**src/rtl/pkr_pkg.sv**
```systemverilog
package pkr_pkg;
    localparam int LANES    = 4;
    localparam int LANE_W   = 8;
    localparam int WORD_W   = LANES * LANE_W;
    localparam int LANE_IW  = $clog2(LANES);
    localparam int FILL_LANES = 2;

    typedef logic [LANE_IW-1:0] lane_idx_t;

    typedef struct packed {
        logic [WORD_W-1:0] data;
        logic              sop;
        logic              eop;
        lane_idx_t         empty;
    } pkr_word_t;

    function automatic lane_idx_t unused_lanes(input lane_idx_t final_lane);
        return lane_idx_t'(LANES - 1) - final_lane;
    endfunction
endpackage

```
**src/rtl/pkr_len_guard.sv**
```systemverilog
module pkr_len_guard #(
    parameter int MAX_BYTES = 1500
) (
    input  logic clk,
    input  logic rst,
    input  logic byte_fire,
    input  logic pay_fire,
    input  logic in_last,
    output logic at_limit,
    output logic discard,
    output logic err
);
    localparam int CNT_W = $clog2(MAX_BYTES + 1);

    logic [CNT_W-1:0] cnt_q;
    logic             cut_now;

    assign at_limit = (cnt_q == CNT_W'(MAX_BYTES - 1));
    assign cut_now  = pay_fire && at_limit && !in_last;

    always_ff @(posedge clk) begin
        if (rst) begin
            cnt_q   <= '0;
            discard <= 1'b0;
            err     <= 1'b0;
        end else begin
            err <= cut_now;
            if (pay_fire) begin
                cnt_q <= (in_last || at_limit) ? '0 : cnt_q + 1'b1;
            end
            if (cut_now) begin
                discard <= 1'b1;
            end else if (discard && byte_fire && in_last) begin
                discard <= 1'b0;
            end
        end
    end

    p_err_single_r7: assert property (@(posedge clk) disable iff (rst)
        err |=> !err);

    p_cnt_bound_r6: assert property (@(posedge clk) disable iff (rst)
        cnt_q < CNT_W'(MAX_BYTES));
endmodule

```
**src/rtl/pkr_lane_fill.sv**
```systemverilog
module pkr_lane_fill
    import pkr_pkg::*;
(
    input  logic             clk,
    input  logic             rst,
    input  logic             align_en,
    input  logic             pay_fire,
    input  logic [LANE_W-1:0] in_data,
    input  logic             in_last,
    input  logic             at_limit,
    output logic             close,
    output pkr_word_t        word
);
    lane_idx_t lane_q;
    logic      fresh_q;
    logic      sop_q;
    lane_idx_t wr_lane;
    logic      eop_now;
    logic [LANES-1:0][LANE_W-1:0] acc_q;

    assign eop_now = in_last || at_limit;
    assign wr_lane = fresh_q ? (align_en ? lane_idx_t'(FILL_LANES) : '0) : lane_q;
    assign close   = pay_fire && ((wr_lane == lane_idx_t'(LANES - 1)) || eop_now);

    for (genvar g = 0; g < LANES; g++) begin : g_lane
        always_ff @(posedge clk) begin
            if (rst) begin
                acc_q[g] <= '0;
            end else if (pay_fire) begin
                if (close) begin
                    acc_q[g] <= '0;
                end else if (wr_lane == lane_idx_t'(g)) begin
                    acc_q[g] <= in_data;
                end
            end
        end
        assign word.data[WORD_W-1-g*LANE_W -: LANE_W] =
            (wr_lane == lane_idx_t'(g)) ? in_data : acc_q[g];
    end

    assign word.sop   = sop_q;
    assign word.eop   = eop_now;
    assign word.empty = eop_now ? unused_lanes(wr_lane) : '0;

    always_ff @(posedge clk) begin
        if (rst) begin
            lane_q  <= '0;
            fresh_q <= 1'b1;
            sop_q   <= 1'b1;
        end else if (pay_fire) begin
            lane_q  <= close ? '0 : wr_lane + 1'b1;
            fresh_q <= close && eop_now;
            if (close) begin
                sop_q <= eop_now;
            end
        end
    end
endmodule

```
**src/rtl/pkr_out_stage.sv**
```systemverilog
module pkr_out_stage
    import pkr_pkg::*;
(
    input  logic              clk,
    input  logic              rst,
    input  logic              load,
    input  pkr_word_t         word_in,
    input  logic              out_ready,
    output logic              can_load,
    output logic              out_valid,
    output logic [WORD_W-1:0] out_data,
    output logic              out_sop,
    output logic              out_eop,
    output lane_idx_t         out_empty
);
    pkr_word_t held_q;

    assign can_load  = !out_valid || out_ready;
    assign out_data  = held_q.data;
    assign out_sop   = held_q.sop;
    assign out_eop   = held_q.eop;
    assign out_empty = held_q.empty;

    always_ff @(posedge clk) begin
        if (rst) begin
            out_valid <= 1'b0;
            held_q    <= '0;
        end else if (load) begin
            out_valid <= 1'b1;
            held_q    <= word_in;
        end else if (out_ready) begin
            out_valid <= 1'b0;
        end
    end

    p_hold_stable_r8: assert property (@(posedge clk) disable iff (rst)
        (out_valid && !out_ready) |=> (out_valid && $stable(out_data) &&
            $stable(out_sop) && $stable(out_eop) && $stable(out_empty)));

    p_empty_zero_r4: assert property (@(posedge clk) disable iff (rst)
        (out_valid && !out_eop) |-> (out_empty == '0));
endmodule

```
**src/rtl/byte_word_packer.sv**
```systemverilog
module byte_word_packer
    import pkr_pkg::*;
#(
    parameter int MAX_BYTES = 1500
) (
    input  logic        clk,
    input  logic        rst,
    input  logic        align_en,
    input  logic [7:0]  in_data,
    input  logic        in_valid,
    input  logic        in_last,
    output logic        in_ready,
    output logic [31:0] out_data,
    output logic        out_sop,
    output logic        out_eop,
    output logic [1:0]  out_empty,
    output logic        out_valid,
    input  logic        out_ready,
    output logic        oversize_err
);
    logic      can_load, discard, at_limit, byte_fire, pay_fire, close;
    pkr_word_t word;

    assign in_ready  = discard || can_load;
    assign byte_fire = in_valid && in_ready;
    assign pay_fire  = byte_fire && !discard;

    pkr_len_guard #(.MAX_BYTES(MAX_BYTES)) u_guard (
        .clk      (clk),
        .rst      (rst),
        .byte_fire(byte_fire),
        .pay_fire (pay_fire),
        .in_last  (in_last),
        .at_limit (at_limit),
        .discard  (discard),
        .err      (oversize_err)
    );

    pkr_lane_fill u_fill (
        .clk     (clk),
        .rst     (rst),
        .align_en(align_en),
        .pay_fire(pay_fire),
        .in_data (in_data),
        .in_last (in_last),
        .at_limit(at_limit),
        .close   (close),
        .word    (word)
    );

    pkr_out_stage u_out (
        .clk      (clk),
        .rst      (rst),
        .load     (close),
        .word_in  (word),
        .out_ready(out_ready),
        .can_load (can_load),
        .out_valid(out_valid),
        .out_data (out_data),
        .out_sop  (out_sop),
        .out_eop  (out_eop),
        .out_empty(out_empty)
    );

    p_err_eop_r7: assert property (@(posedge clk) disable iff (rst)
        oversize_err |-> (out_valid && out_eop));
endmodule

```
**config.mk**
```make
export PLATFORM = sky130hd
export DESIGN_NAME = byte_word_packer
export DESIGN_NICKNAME = d
export VERILOG_FILES = /design/src/rtl/pkr_pkg.sv /design/src/rtl/pkr_len_guard.sv /design/src/rtl/pkr_lane_fill.sv /design/src/rtl/pkr_out_stage.sv /design/src/rtl/byte_word_packer.sv
export SDC_FILE = /design/constraint.sdc
export NUM_CORES = 1
export LEC_CHECK = 0
export BUFFER_PORTS_ARGS = -buffer_cell sky130_fd_sc_hd__buf_4
export CAP_MARGIN = 25
export CORE_MARGIN = 8
export CORE_UTILIZATION = 50
export DETAILED_ROUTE_END_ITERATION = 7
export PLACE_DENSITY = 0.76
export SLEW_MARGIN = 20
export SYNTH_ARGS = -nofsm -noshare
export SYNTH_HDL_FRONTEND = slang
export SYNTH_SLANG_ARGS = --single-unit
```
**constraint.sdc**
```tcl
create_clock -name clk -period 4.17 [get_ports clk]
set_clock_uncertainty 0.1 [all_clocks]
set_input_delay 0.417 -clock clk [delete_from_list [all_inputs] [get_ports clk]]
set_output_delay 0.417 -clock clk [all_outputs]
set_load 0.05 [all_outputs]
```
==> results.md <==
* Synth unique cells at 46
* Largest area contributor in the netlist: dfxtp_1
* CTS tree: built
* Hpwl dp at 6110 um
* Crit path kind: flop to flop
* Crit. End Element: flop
* DRT Pass-1 Iters at 4
* Worst R2R Start: u_fill.fresh_q$_SDFFE_PP1P_
* Post-synth net total at 419
* Seq/Total Area, Yosys at 43.9%
* CTS sink count at 86
* Status: finished, final reports clean
* Post-synth EDFFs at 0
* # resized after CTS at 0
* PwrDens at 397 nW/um^2
* Clock latency on the worst-skew pair at 340 ps
* Post-Syn Area at 3930 um^2
* Combinational power share at 18.0%
* Chip height at 105 um
* Pins Over Slew Limit at 0
* Fin crit period at 2990 ps
* Sw Pwr at 0.551 mW
* Lkg Pwr at 1.56 nW
* Num rows at 32
* Clock share of power at 33.1%
* FF-to-FF setup slack at 1180 ps
* Vias in the first global route at 3,079
* Via/cell ratio at 5.92
* Dpl cell area at 4280 um^2
* Most frequent cells in the layout: 86 x dfxtp_1, 64 x a21oi_1, 55 x buf_4
* CP arrival at 3170 ps
* Flop pwr share at 48.9%
* Hold path depth at 4
* Worst min path class: input port to flop
* Synth area leaders: dfxtp_1 44%, a211oi_2 8.9%, mux2i_1 8.4%, a21oi_1 8.2%, nand4_1 4.1%
* Drt drc at 0
* Hold Startpoint: in_valid
* Maxcap violations at 0
* Vias at 3,161
* Worst-path clk slew at 100 ps
* Cts bufs inserted at 9
* Register bit total from synthesis at 86
* Initial DRC count at 288
* WHS Endpoint: u_guard.discard$_SDFFE_PP0P_
* Total power at 1.78 mW
* Post-layout util at 58.5%
* Hold_buf cts at 0
* Startpoint types: flop
* Routed Antenna Nets at 0
* Most common cell after layout, fill and taps aside: dfxtp_1
* Share of cells above drive strength 1 at 26.2%
* WL/cell at 17.9 um
* Primary FF master, synth: dfxtp_1
* Final Wtd Congestion at 0.812
* Core box area at 7690 um^2
* Layout Area Growth over Synthesis at 14.6%
* Fmax at 0.335 GHz
* Post-synth ARST share at 0%
* CTS Buffer Depth at 2
* Synthesized instance count at 400
* Ant diodes at 0
* Peak supply drop at 0.000188 V
* CP required at 4350 ps
* Root Buffer: clkbuf_8
* TNS Setup at 0 ps
* Reg2Reg Depth at 8
* Design area at 4500 um^2
* Avg Inst Size Synth at 9.81 um^2
* Initial antenna violation count at 0
* Ports at 53
* Die width at 105 um
* Grt met2 use at 26.1%
* Layer with the highest usage: met2
* Reg-to-reg critical path endpoint: u_out.out_data[10]$_SDFFE_PP0P_
* Yosys warning count at 0
* RSZ-0062 raised after global routing: no
* First-pass GRT wire length at 15,800 um
* WL final at 9550 um
* Worst-path maximum fanout at 20
* Post-CTS Setup Inserts at 0
* GR Util met1 at 23.0%
* Starting density of the core at 51.1%
* Largest net degree at the start of global routing at 71
* Least-Margin Pin Slew at 947 ps
* GRT Util Overall at 17.2%
* Max H-tree Level at 3
* Port bufs at 52
* Sw Ratio at 30.8%
* NumNets Final at 446
* Synth top area share at 43.9%
* M3 GR Usage at 4.73%
* Count of final setup violators at 0
* Max-slew headroom at 36.7%
* Grt total ovfl at 0
* Die area at 10,900 um^2
* Fin. Hold Viols at 0
* Final period util at 71.7%
* Int Pwr at 1.23 mW
[flip-flops by register name (all words and copies together), names as in the netlist, 2 cells and up]
name             cells
u_fill.acc_q        32
u_fill.lane_q        2
u_guard.cnt_q       11
u_out.out_data      32
u_out.out_empty      2
[worst max-delay path, stage by stage, from the launching register on]
cell      delay, ps
dfxtp_1         340
nand2b_1        210
inv_1           140
ha_1            500
or2_1           350
a31o_1          580
buf_4           360
a21oi_1         120
a211oi_2        200
[through the flow]
| stage | setup WS (ps) | hold WS (ps) | std cells |
|---|---|---|---|
| after detailed placement | 1160 | 344 | 517 |
| after global routing | 991 | 252 | 534 |
| final | 1180 | 245 | 534 |
| after CTS | 1190 | 241 | 533 |
| after floorplan | 1810 | 329 | 400 |
| after global placement | 1220 | 341 | 516 |
[power by group through the flow]
| stage | Sequential [mW] | Clock (mW) | Combinational (mW) |
|---|---|---|---|
| after floorplan | 0.970 | 0 | 0.148 |
| after global placement | 0.891 | 0 | 0.309 |
| after detailed placement | 0.891 | 0 | 0.317 |
| after CTS | 0.872 | 0.598 | 0.319 |
| after global routing | 0.877 | 0.636 | 0.341 |
| final | 0.873 | 0.591 | 0.321 |
[synth_stat cells (2+ instances only)]
cell type	count
a211oi_2	28
nor4b_1	2
nand2b_1	6
dfxtp_1	86
buf_4	3
a311oi_2	3
nand3_1	9
buf_2	12
clkbuf_1	21
ha_1	5
a211oi_1	4
inv_1	3
o32ai_1	2
o21ai_0	27
xnor2_1	8
or2_1	2
nand4_1	26
a21oi_2	2
nor3_1	2
mux2i_1	33
nand2_1	6
a21oi_1	64
and2_1	8
nor4_1	2
o21ai_1	2
nor2_1	10
buf_6	5
[per-layer routing]
layer	wire length (um)	share of wire, %
met1	4370	46
met2	4340	45
met3	706	7.4
met4	136	1.4
met5	0	0
[cell families (layout without fill, tap and decap cells)]
group	count (synthesis)	count (layout)	synth area share [%]
AO/OA/AOI/OAI	138	138	25.1
XOR/XNOR	8	8	1.79
flip-flops	86	86	43.9
AND/OR/NAND/NOR	86	86	13.4
buffers and inverters	44	76	5.83
multiplexers	33	33	8.42
adder cells (fa/ha/maj)	5	5	1.59
[final cells by class]
type / instances / area [um^2]
well taps: 102 / 128
multi-input cells: 270 / 1980
inverters: 3 / 11.3
fillers: 685 / 3190
clock inverters: 6 / 70.1
clock buffers: 10 / 128
flip-flops and latches: 86 / 1720
repair buffers: 57 / 460
[worst max path at each step]
stage | start | end | slack [ps] | depth (start not counted)
5_1_grt | u_fill.fresh_q$_SDFFE_PP1P_ | u_out.out_data[11]$_SDFFE_PP0P_ | 990 | 8
6_report | u_fill.fresh_q$_SDFFE_PP1P_ | u_out.out_data[10]$_SDFFE_PP0P_ | 1180 | 8
2_1_floorplan | align_en | u_out.out_data[10]$_SDFFE_PP0P_ | 1810 | 11
4_1_cts | u_fill.fresh_q$_SDFFE_PP1P_ | u_out.out_data[7]$_SDFFE_PP0P_ | 1190 | 8
3_5_place_dp | align_en | u_out.out_data[7]$_SDFFE_PP0P_ | 1160 | 9
3_3_place_gp | out_ready | u_fill.sop_q$_SDFFE_PP1P_ | 1220 | 5
Note: power is estimated with default switching activity, not from simulation.
